$ cat src/rtl/adc_sp_pkg.sv
package adc_sp_pkg;
  typedef enum logic [1:0] {
    RNG_PSEUDO_UNI = 2'b00,
    RNG_PSEUDO_BIP = 2'b01,
    RNG_DIFF_UNI   = 2'b10,
    RNG_DIFF_BIP   = 2'b11
  } range_e;

  // A range code with bit 0 set uses two's-complement output.
  function automatic logic range_is_twos(input logic [1:0] rng);
    return rng[0];
  endfunction
endpackage

$ cat src/rtl/adc_sp_ctl_rx.sv
module adc_sp_ctl_rx #(
  parameter int CHAN_W = 4,
  localparam int CTL_W = CHAN_W + 4,
  localparam int CNT_W = $clog2(CTL_W + 1)
) (
  input  logic             clk,
  input  logic             rst_n,
  input  logic             shift_en,
  input  logic             sdi,
  input  logic             frame_rst,
  input  logic             conv_done,
  output logic [CTL_W-1:0] act_word
);
  localparam logic [CNT_W-1:0] FULL = CNT_W'(CTL_W);
  localparam logic [CNT_W-1:0] LAST = CNT_W'(CTL_W - 1);

  logic [CTL_W-1:0] sr_q, pend_q, next_sr;
  logic [CNT_W-1:0] cnt_q;
  logic             pend_v_q;

  assign next_sr = {sr_q[CTL_W-2:0], sdi};

  function automatic logic [CTL_W-1:0] force_gc(input logic [CTL_W-1:0] w);
    logic [CTL_W-1:0] r;
    r    = w;
    r[0] = w[0] & (w[2:1] != 2'b00);
    return r;
  endfunction

  always_ff @(posedge clk or negedge rst_n) begin
    if (!rst_n) begin
      sr_q     <= '0;
      cnt_q    <= '0;
      pend_q   <= '0;
      pend_v_q <= 1'b0;
      act_word <= '0;
    end else begin
      if (frame_rst) begin
        cnt_q <= '0;
        if (conv_done && pend_v_q) begin
          act_word <= force_gc(pend_q);
          pend_v_q <= 1'b0;
        end
      end else if (shift_en && cnt_q < FULL) begin
        sr_q  <= next_sr;
        cnt_q <= cnt_q + 1'b1;
        if (cnt_q == LAST) begin
          pend_q   <= next_sr;
          pend_v_q <= 1'b1;
        end
      end
    end
  end


  act_only_on_strobe_chk: assert property (@(posedge clk) disable iff (!rst_n)
    !$past(conv_done) |-> $stable(act_word));


  no_gcomp_unipolar_chk: assert property (@(posedge clk) disable iff (!rst_n)
    (act_word[2:1] == 2'b00) |-> !act_word[0]);
endmodule

$ cat src/rtl/adc_sp_frame_tx.sv
module adc_sp_frame_tx #(
  parameter int FRAME_W = 24,
  localparam int CNT_W = $clog2(FRAME_W + 1)
) (
  input  logic               clk,
  input  logic               rst_n,
  input  logic               load,
  input  logic [FRAME_W-1:0] frame_in,
  input  logic               restart,
  input  logic               adv,
  output logic               bit_out
);
  localparam logic [CNT_W-1:0] END_POS = CNT_W'(FRAME_W);

  logic [FRAME_W-1:0] frame_q, shifted;
  logic [CNT_W-1:0]   pos_q;

  always_ff @(posedge clk or negedge rst_n) begin
    if (!rst_n) begin
      frame_q <= '0;
      pos_q   <= END_POS;
    end else if (load) begin
      frame_q <= frame_in;
      pos_q   <= '0;
    end else if (restart) begin
      pos_q <= '0;
    end else if (adv && pos_q < END_POS) begin
      pos_q <= pos_q + 1'b1;
    end
  end

  assign shifted = frame_q << pos_q;
  assign bit_out = (pos_q < END_POS) & shifted[FRAME_W-1];


  pos_saturate_chk: assert property (@(posedge clk) disable iff (!rst_n)
    pos_q <= END_POS);


  tail_low_chk: assert property (@(posedge clk) disable iff (!rst_n)
    (pos_q == END_POS) |-> !bit_out);
endmodule

$ cat src/rtl/adc_serial_port.sv
module adc_serial_port #(
  parameter int RES_W  = 16,
  parameter int CHAN_W = 4,
  localparam int CTL_W   = CHAN_W + 4,
  localparam int FRAME_W = RES_W + CTL_W
) (
  input  logic              clk,
  input  logic              rst_n,
  input  logic              rd_n,
  input  logic              sck,
  input  logic              sdi,
  output logic              sdo,
  output logic              sdo_oe,
  input  logic              conv_done,
  input  logic [RES_W-1:0]  result_in,
  input  logic              sos_in,
  output logic [CHAN_W-1:0] cfg_chan,
  output logic [1:0]        cfg_range,
  output logic              cfg_gcomp,
  output logic              cfg_seq
);
  import adc_sp_pkg::*;

  logic               sck_q, rd_q;
  logic               sck_rise, rd_fall, frame_rst;
  logic [CTL_W-1:0]   act;
  logic [RES_W-1:0]   fmt_res;
  logic [FRAME_W-1:0] frame_d;
  logic               tx_bit;

  always_ff @(posedge clk or negedge rst_n) begin
    if (!rst_n) begin
      sck_q <= 1'b0;
      rd_q  <= 1'b1;
    end else begin
      sck_q <= sck;
      rd_q  <= rd_n;
    end
  end

  assign sck_rise  = sck & ~sck_q & ~rd_n;
  assign rd_fall   = ~rd_n & rd_q;
  assign frame_rst = conv_done | rd_fall;

  adc_sp_ctl_rx #(.CHAN_W(CHAN_W)) u_ctl (
    .clk       (clk),
    .rst_n     (rst_n),
    .shift_en  (sck_rise),
    .sdi       (sdi),
    .frame_rst (frame_rst),
    .conv_done (conv_done),
    .act_word  (act)
  );

  // Output-code formatter follows the range active for this conversion.
  always_comb begin
    fmt_res = result_in;
    if (range_is_twos(act[2:1])) fmt_res[RES_W-1] = ~result_in[RES_W-1];
  end

  assign frame_d = {fmt_res, sos_in, act[CTL_W-2:0]};

  adc_sp_frame_tx #(.FRAME_W(FRAME_W)) u_tx (
    .clk      (clk),
    .rst_n    (rst_n),
    .load     (conv_done),
    .frame_in (frame_d),
    .restart  (rd_fall),
    .adv      (sck_rise),
    .bit_out  (tx_bit)
  );

  assign sdo_oe    = ~rd_n;
  assign sdo       = tx_bit & ~rd_n;
  assign cfg_seq   = act[CTL_W-1];
  assign cfg_chan  = act[CTL_W-2:3];
  assign cfg_range = act[2:1];
  assign cfg_gcomp = act[0];


  idle_frozen_chk: assert property (@(posedge clk) disable iff (!rst_n)
    ($past(rd_n) && !$past(conv_done)) |-> $stable(tx_bit));


  idle_quiet_chk: assert property (@(posedge clk) disable iff (!rst_n)
    rd_n |-> (!sdo && !sdo_oe));
endmodule

$ cat config.mk
export PLATFORM = sky130hd
export DESIGN_NAME = adc_serial_port
export DESIGN_NICKNAME = d
export VERILOG_FILES = /design/src/rtl/adc_sp_pkg.sv /design/src/rtl/adc_sp_ctl_rx.sv /design/src/rtl/adc_sp_frame_tx.sv /design/src/rtl/adc_serial_port.sv
export SDC_FILE = /design/constraint.sdc
export NUM_CORES = 1
export LEC_CHECK = 0
export CAP_MARGIN = 20
export CORE_MARGIN = 4
export CORE_UTILIZATION = 50
export DETAILED_ROUTE_END_ITERATION = 8
export PLACE_DENSITY = 0.79
export SKIP_CTS_REPAIR_TIMING = 1
export SYNTH_ARGS = -nofsm -noshare
export SYNTH_HDL_FRONTEND = slang
export SYNTH_SLANG_ARGS = --single-unit
$ cat constraint.sdc
create_clock -name clk -period 2.4 [get_ports clk]
set_clock_uncertainty 0.05 [all_clocks]
set_input_delay 0.24 -clock clk [delete_from_list [all_inputs] [get_ports clk]]
set_output_delay 0.24 -clock clk [all_outputs]
set_load 0.02 [all_outputs]
==> Word-level counts from Yosys, hierarchy flattened <==
Index checks and enable logic that the tools add are counted.
{ "word_totals": {"wordCells": 48, "in_bits": 23, "output_inout_bits": 10, "register_bits": 59} }
{ "classes": {"n_addsub": 2, "n_bitwise": 11, "n_reduce_logical": 11, "muxes": 10, "shift": 1, "order_cmp": 2, "eq_ne": 2} }
{ "op_table": {"columns": ["operator", "n"], "rows": [
  ["$shl A24 B5 Y24", 1],
  ["$mux W5", 3],
  ["$mux W4", 2],
  ["$and A1 B1 Y1", 6],
  ["$reduce_and A3 Y1", 2],
  ["$reduce_bool A2 Y1", 3],
  ["$add A5 B1 Y5 const B", 1],
  ["$lt A5 B5 Y1 const B", 1],
  ["$mux W1", 5],
  ["$add A4 B1 Y4 const B", 1],
  ["$eq A4 B3 Y1 const B", 1],
  ["$lt A4 B4 Y1 const B", 1],
  ["$not A1 Y1", 4],
  ["$reduce_and A2 Y1", 2],
  ["$logic_and A1 B1 Y1", 3],
  ["$reduce_bool A3 Y1", 1],
  ["$ne A2 B1 Y1 const B", 1],
  ["$or A1 B1 Y1", 1]
]} }

==> Longest topological paths before layout <==
Gate-level depths: netlist of run 1.
{ "depth": {"word_depth": 7, "ltp_mapped": 5, "mapped_depth_nobuf": 4} }

==> Hierarchy <==
A second synthesis of run 1 with hierarchy kept.
{ "unflattened": {"hier_cells": 168, "hier_area_um2": 2546.2} }
{ "by_module_without_submodules": {"columns": ["mod", "n_inst", "seq_area_each_um2", "area_each_um2", "cells_each"], "rows": [
  ["adc_sp_frame_tx", 1, 728.2, 1362.6, 88],
  ["adc_sp_ctl_rx", 1, 700.7, 1092.3, 72],
  ["adc_serial_port", 1, 51.3, 91.3, 8]
]} }

==> Least setup slack after synthesis of run 1 <==
No wires, ideal clock.
{ "synth_path": {"kind": "reg2out", "startpoint": "reg u_tx.pos_q[0]", "endpoint": "out sdo", "path_slack_ns": 0.293, "arrival_ns": 1.817, "n_path_buf": 1, "t_required_ns": 2.110, "path_stages_with_launch": 6, "path_cell_list": "dfrtp_1 > buf_6 > mux4_1 > mux2_2 > a2111oi_1 > nor3_1"} }
{ "synth_via": {"elab_chain_cells": 3, "word_cells_on_any_way": 4} }
{ "synth_rtl": {"columns": ["element", "line", "rtl"], "rows": [
  ["start: declaration", "adc_sp_frame_tx.sv:16", "logic [CNT_W-1:0] pos_q;"],
  ["start signal: assignment", "adc_sp_frame_tx.sv:28", "pos_q <= pos_q + 1'b1;"],
  ["$shl A24 B5 Y24 / $lt A5 B5 Y1 (equally long branches)", "adc_sp_frame_tx.sv:32, adc_sp_frame_tx.sv:33", null],
  ["$and A1 B1 Y1 *", "adc_sp_frame_tx.sv:33", "assign bit_out = (pos_q < END_POS) & shifted[FRAME_W-1];"],
  ["$and A1 B1 Y1 *", "adc_serial_port.sv:74", "assign sdo = tx_bit & ~rd_n;"],
  ["end: declaration", "adc_serial_port.sv:12", "output logic sdo,"]
]} }
Every way passes the cells marked *; elsewhere a longest branch is shown, timed or not.

==> Worst setup path after layout of run 1 <==
Same ends and word-level chain as after synthesis.

==> results.py, run 1 <==
metrics = {
    "run_status": {
        "status": "finished with violations",
        "violations": "negative hold slack, negative setup slack",
    },
    "yosys": {
        "syn-instance-count": 171,
        "ys_seq_area_share_pct": 58.8,
        "yosysWarnings": 0,
        "synth.avg_cell_area_um2": 14.7,
        "yosysUniqueCellTypes": 30,
        "synth-seq-cells": 59,
        "syn_area_um2": 2520,
        "synth_fp_nets": 196,
    },
    "global_routing": {
        "grt_pass1_vias": 1663,
        "grt_max_degree": 42,
        "overflow": 0,
        "track_usage_pct": 17.6,
        "grt_pass1_wl_mm": 8.05,
        "antenna_found_initial": 0,
    },
    "place": {
        "place_area_um2": 2940,
        "port_buffers": 32,
        "place.gp.congestion": 0.769,
        "hpwl_mm": 3.41,
    },
    "detailed_routing": {
        "vias_per_cell": 5.37,
        "firstDrtPassIters": 4,
        "drcViolationCount": 0,
        "final_antenna_net_count": 0,
        "drt_first_iter_violations": 79,
        "wl_mm": 4.92,
        "wire_per_inst_um": 17.1,
        "vias": 1547,
    },
    "critical_path": {
        "cp.arrival_ps": 2120,
        "endpoint_kind": "output port",
        "crit_fanout": 3,
        "setup.worst_path.class": "reg -> out",
        "cp-start-kind": "flip-flop",
        "crit_required_ps": 2110,
    },
    "sta": {
        "finalHoldWorstSlack_ps": -31.9,
        "fin_crit_ps": 2410,
        "min_period_over_period_pct": 100,
        "final_max_slew_viol_count": 0,
        "final.setup.tns_ps": -9.12,
        "setup_viol": 1,
        "max_freq_mhz": 415,
        "finalHoldViolations": 36,
        "grt_setup_unrepaired": "yes",
        "max-slew-margin-rel_pct": 41.3,
        "worst_pin_slew_ps": 880,
        "layout_setup_ws_ps": -9.12,
    },
    "clock_network": {
        "cts.reportedPaths.clkPinSlew_ps": 70,
        "cts_num_sinks": 59,
        "cts_buffer_depth": 2,
        "clock_latency_ps": 340,
        "cts_buffers": 9,
        "cts_root_buf": "clkbuf_8",
        "cts_tree": "yes",
        "cts-htree-levels": 3,
    },
    "pwr": {
        "p_seq_share_pct": 47.4,
        "p_comb_share_pct": 8.0,
        "p_sw_share_pct": 21.1,
        "pwr_density_cell_nw_per_um2": 708,
        "internal-power_mw": 1.79,
        "power_mw": 2.26,
        "ir_drop_mv": 0.398,
        "p_sw_mw": 0.477,
        "clkPwrFrac_pct": 44.6,
        "p_leak_nw": 1.42,
    },
    "floorplanning": {
        "pin_count": 33,
        "start_util_pct": 52.6,
        "die_w_um": 79.0,
        "dieHeight_um": 79.0,
        "core-area_um2": 4790,
        "row_count": 25,
        "die_area_um2": 6240,
    },
    "cells_and_area": {
        "finalInstanceArea_um2": 3200,
        "final.fill_count": 364,
        "synthToLayoutAreaGrowth_pct": 26.9,
        "n_antenna_cell": 0,
        "drive_above_1_share_pct": 40.3,
        "mostFrequentLayoutCell": "dfrtp_1",
        "final_cell_mix": "dfrtp_1 (55), mux2_2 (45), clkdlybuf4s50_1 (30)",
        "nets": 241,
    },
    "job": {
        "maxCapViolations": 0,
    },
    "hold_path": {
        "min_path_type": "in -> async",
    },
}
-- routing by layer --
layer | vias to the layer above | share of wire [%] | track usage (%)
met3 | 10 | 4.1 | 5.90
li1 | 707 | - | -
met5 | - | 0 | 0
met2 | 36 | 51 | 27.8
met4 | 0 | 2.2 | 9.79
met1 | 794 | 43 | 21.1
-- critical path, cell delays in order, from the launching register on --
cell and delay (ps):
dfrtp_2 410, mux4_2 510, mux2_4 300, a2111oi_4 320, nor3_2 80, buf_4 160
-- state kept, by name, summed over array words and instances (netlist names) --
name and cells:
u_tx.frame_q 24, u_ctl.act_word 8, u_ctl.pend_q 8, u_ctl.sr_q 7, u_tx.pos_q 5, u_ctl.cnt_q 4
rd_q 1, sck_q 1, u_ctl.pend_v_q 1
-- synth_stat cells, drive strengths merged --
cell type	count	share of area, %
dfrtp	56	56
mux2	46	21
nor2	10	1.6
nand2	8	1.3
mux4	5	5.2
buf	4	1.2
mux2i	4	1.6
nand3	4	0.79
clkbuf	3	0.45
dfstp	3	3.1
xnor2	3	1.0
xor2	3	1.0
a21oi	2	0.40
a41oi	2	0.70
ha	2	0.99
inv	2	0.30
nor3	2	0.40
nor3b	2	0.79
o21a	2	0.60
o21ai	2	0.40
a2111oi	1	0.40
a21o	1	0.30
and3	1	0.30
nand3b	1	0.30
nor4b	1	0.35
o22ai	1	0.25
-- worst paths after layout --
| check | start | to | slack [ps] | cells after the start |
|---|---|---|---|---|
| max | u_tx.pos_q[0] | sdo | -9 | 5 |
| min | rst_n | u_tx.frame_q[11] | -30 | 1 |
| max reg2reg | u_ctl.cnt_q[3] | u_ctl.pend_q[5] | 690 | 4 |
| min reg2reg | u_ctl.pend_v_q | u_ctl.pend_v_q | 440 | 1 |
| max in group asynchronous | rst_n | u_ctl.sr_q[5] | 1610 | 2 |
| min in group clk | sck | sck_q | 340 | 1 |
-- power by group through the flow --
stage               sequential [mW]  combinational [mW]  clock [mW]
finish                         1.07               0.180        1.01
global placement               1.08               0.165           0
floorplan                      1.08              0.0933           0
CTS                            1.07               0.175        1.03
global route                   1.08               0.198        1.09
detailed placement             1.09               0.174           0
-- area by class of cell --
cell class | instances | area (um2) | share of cell area [%]
clock buffer | 11 | 151 | 4.74
inverter | 2 | 7.51 | 0.235
clock inverter | 5 | 75.1 | 2.35
sequential | 59 | 1480 | 46.4
multi-input combinational | 103 | 1010 | 31.6
tap | 67 | 83.8 | 2.62
timing repair buffer | 41 | 388 | 12.1
-- metrics by stage --
| step | hold slack (ps) | utilization, % | setup WS (ps) | std cells |
|---|---|---|---|---|
| final | -31.9 | 66.8 | -9.12 | 288 |
| after global routing | 36.6 | 66.8 | -96.3 | 288 |
| after CTS | -5.29 | 66.2 | -572 | 288 |
| after detailed placement | 364 | 61.5 | -180 | 272 |
| after global placement | 338 | 61.5 | -147 | 272 |
| after floorplan | -106 | - | 293 | 171 |
-- cell families after synthesis --
family          synth area share, %
mux                            27.4
fa+ha+maj                     0.993
compound gates                 3.03
xor+xnor                       2.09
buf+inv                        1.94
simple gates                   5.81
flops                          58.8
No activity file was read; power rests on OpenSTA's default activity.
==> run 2, diff against run 1 <==
CORE_MARGIN = unset   (was 4)
CORE_UTILIZATION = 46   (was 50)
PLACE_DENSITY = 0.68   (was 0.79)
==> run 2 against run 1 <==
  * Register-to-register slack got worse by 60 ps
  * Via count barely moved
  * Combinational power barely moved
  * Global-route usage rose by 0.61 points
  * Final cell count increased by 1.0%
  * The run now ends clean
  * Clock-buffer cell count fell by 1
  * First-iteration DRC count shrank 27%
  * Highest routed layer unchanged
  * Clock power decreased by 12%
  * Setup slack improved by 19 ps
  * Critical path depth did not move
  * Wire length is 4.3% lower
==> results.py, run 2 (synthesis gave the netlist of run 1 again) <==
metrics = {
    "floorplanning": {
        "pin_count": 33,
        "die_w_um": 76.0,
        "row_count": 26,
        "core-area_um2": 5200,
        "die_area_um2": 5780,
        "start_util_pct": 48.4,
        "dieHeight_um": 76.0,
    },
    "hold_path": {
        "min_from": "sck",
        "min_to": "sck_q",
        "holdPathStages": 1,
        "min_path_type": "in -> reg",
    },
    "cells_and_area": {
        "n_antenna_cell": 0,
        "reg_top3": "u_tx.frame_q (24), u_ctl.act_word (8), u_ctl.pend_q (8)",
        "final_cell_mix": "dfrtp_1 (55), mux2_2 (45), clkdlybuf4s50_1 (30)",
        "largest_register_ffs": 24,
        "nets": 241,
        "final.fill_count": 411,
        "top_register": "u_tx.frame_q",
        "drive_above_1_share_pct": 39.4,
        "mostFrequentLayoutCell": "dfrtp_1",
        "synthToLayoutAreaGrowth_pct": 26.2,
    },
    "sta": {
        "layout_setup_ws_ps": 10.1,
        "max_freq_mhz": 418,
        "worst_pin_slew_ps": 695,
        "finalHoldWorstSlack_ps": 344,
        "fin_crit_ps": 2390,
        "grt_setup_unrepaired": "yes",
        "final_max_slew_viol_count": 0,
        "min_period_over_period_pct": 99.6,
        "final.setup.tns_ps": 0,
        "finalHoldViolations": 0,
        "setup_viol": 0,
        "max-slew-margin-rel_pct": 53.0,
    },
    "critical_path": {
        "cp.arrival_ps": 2100,
        "crit_required_ps": 2110,
        "r2r-start": "u_ctl.cnt_q[3]",
        "cp-start-kind": "flip-flop",
        "r2r_setup_slack_ps": 630,
        "timing.rr.end": "u_ctl.pend_q[2]",
        "setup.worst_path.class": "reg -> out",
        "endpoint_kind": "output port",
        "crit_fanout": 3,
        "reg2regPathDepth": 4,
    },
    "job": {
        "maxCapViolations": 0,
    },
    "pwr": {
        "p_leak_nw": 1.40,
        "ir_drop_mv": 0.371,
        "pwr_density_cell_nw_per_um2": 675,
    },
    "global_routing": {
        "grt_max_degree": 34,
        "overflow": 0,
        "grt_pass1_vias": 1691,
        "track_usage_pct": 18.2,
        "grt_pass1_wl_mm": 8.05,
        "antenna_found_initial": 0,
    },
    "place": {
        "hpwl_mm": 3.26,
        "pre_cts_slack_ps": -160,
        "port_buffers": 32,
        "place.gp.congestion": 0.747,
    },
    "clock_network": {
        "cts_tree": "yes",
        "clock_latency_ps": 330,
        "cts_root_buf": "clkbuf_8",
        "cts-htree-levels": 3,
        "cts.reportedPaths.clkPinSlew_ps": 70,
        "cts_buffer_depth": 2,
        "cts_buffers": 9,
        "cts_num_sinks": 59,
    },
    "detailed_routing": {
        "final_antenna_net_count": 0,
        "firstDrtPassIters": 4,
        "wl_mm": 4.71,
        "drt_first_iter_violations": 58,
        "vias_per_cell": 5.31,
        "drcViolationCount": 0,
        "vias": 1546,
        "wire_per_inst_um": 16.2,
    },
    "run_status": {
        "status": "finished clean",
    },
}
==> run 2: cell types whose count changed in the layout (fill, tap and decap cells not counted), sizes merged <==
cell	previous run	this run
buf	11	10
bufinv	2	1
clkbuf	11	10
clkinv	3	1
clkinvlp	0	4
dlygate4sd3	0	1
==> run 2: final cells by class <==
cell class	instances	area, um2	share of cell area [%]
clock inverter	6	65.1	2.05
clock buffer	10	138	4.33
multi-input combinational	103	1000	31.6
sequential	59	1480	46.6
tap	70	87.6	2.75
timing repair buffer	41	397	12.5
inverter	2	7.51	0.236
==> run 2: metal layers <==
metal | routed length [um] | GRT usage, %
met1 | 2110 | 22.6
met2 | 2320 | 28.5
met3 | 170 | 4.43
met4 | 104 | 11.5
met5 | 0 | 0
==> run 2: worst max-delay path, stage by stage, from the launching register on <==
cell       delay [ps]
dfrtp_2           410
mux4_2            510
mux2_4            310
a2111oi_4         300
nor3_1             80
buf_2             160
==> run 2: through the flow <==
step	cells	util (%)	power, mW	area, um2
global placement	274	56.7	1.25	2950
finish	291	61.1	2.14	3180
floorplan	171	-	1.17	2520
global route	291	61.1	2.24	3180
detailed placement	274	56.7	1.26	2950
CTS	290	60.6	2.17	3160
==> run 2: how the worst max path moves through the flow <==
stage                     end  depth (start not counted)     startpoint
after floorplan           sdo                          5  u_tx.pos_q[0]
after global placement    sdo                          5  u_tx.pos_q[0]
after detailed placement  sdo                          5  u_tx.pos_q[0]
after CTS                 sdo                          5  u_tx.pos_q[0]
after global routing      sdo                          5  u_tx.pos_q[0]
final                     sdo                          5  u_tx.pos_q[0]
==> run 2: report_power, final <==
part | leakage (nW) | switching, mW | total, mW | internal, mW
Clock | 0.0905 | 0.388 | 0.893 | 0.505
Sequential | 0.766 | 0.0294 | 1.07 | 1.04
Combinational | 0.538 | 0.0710 | 0.179 | 0.108
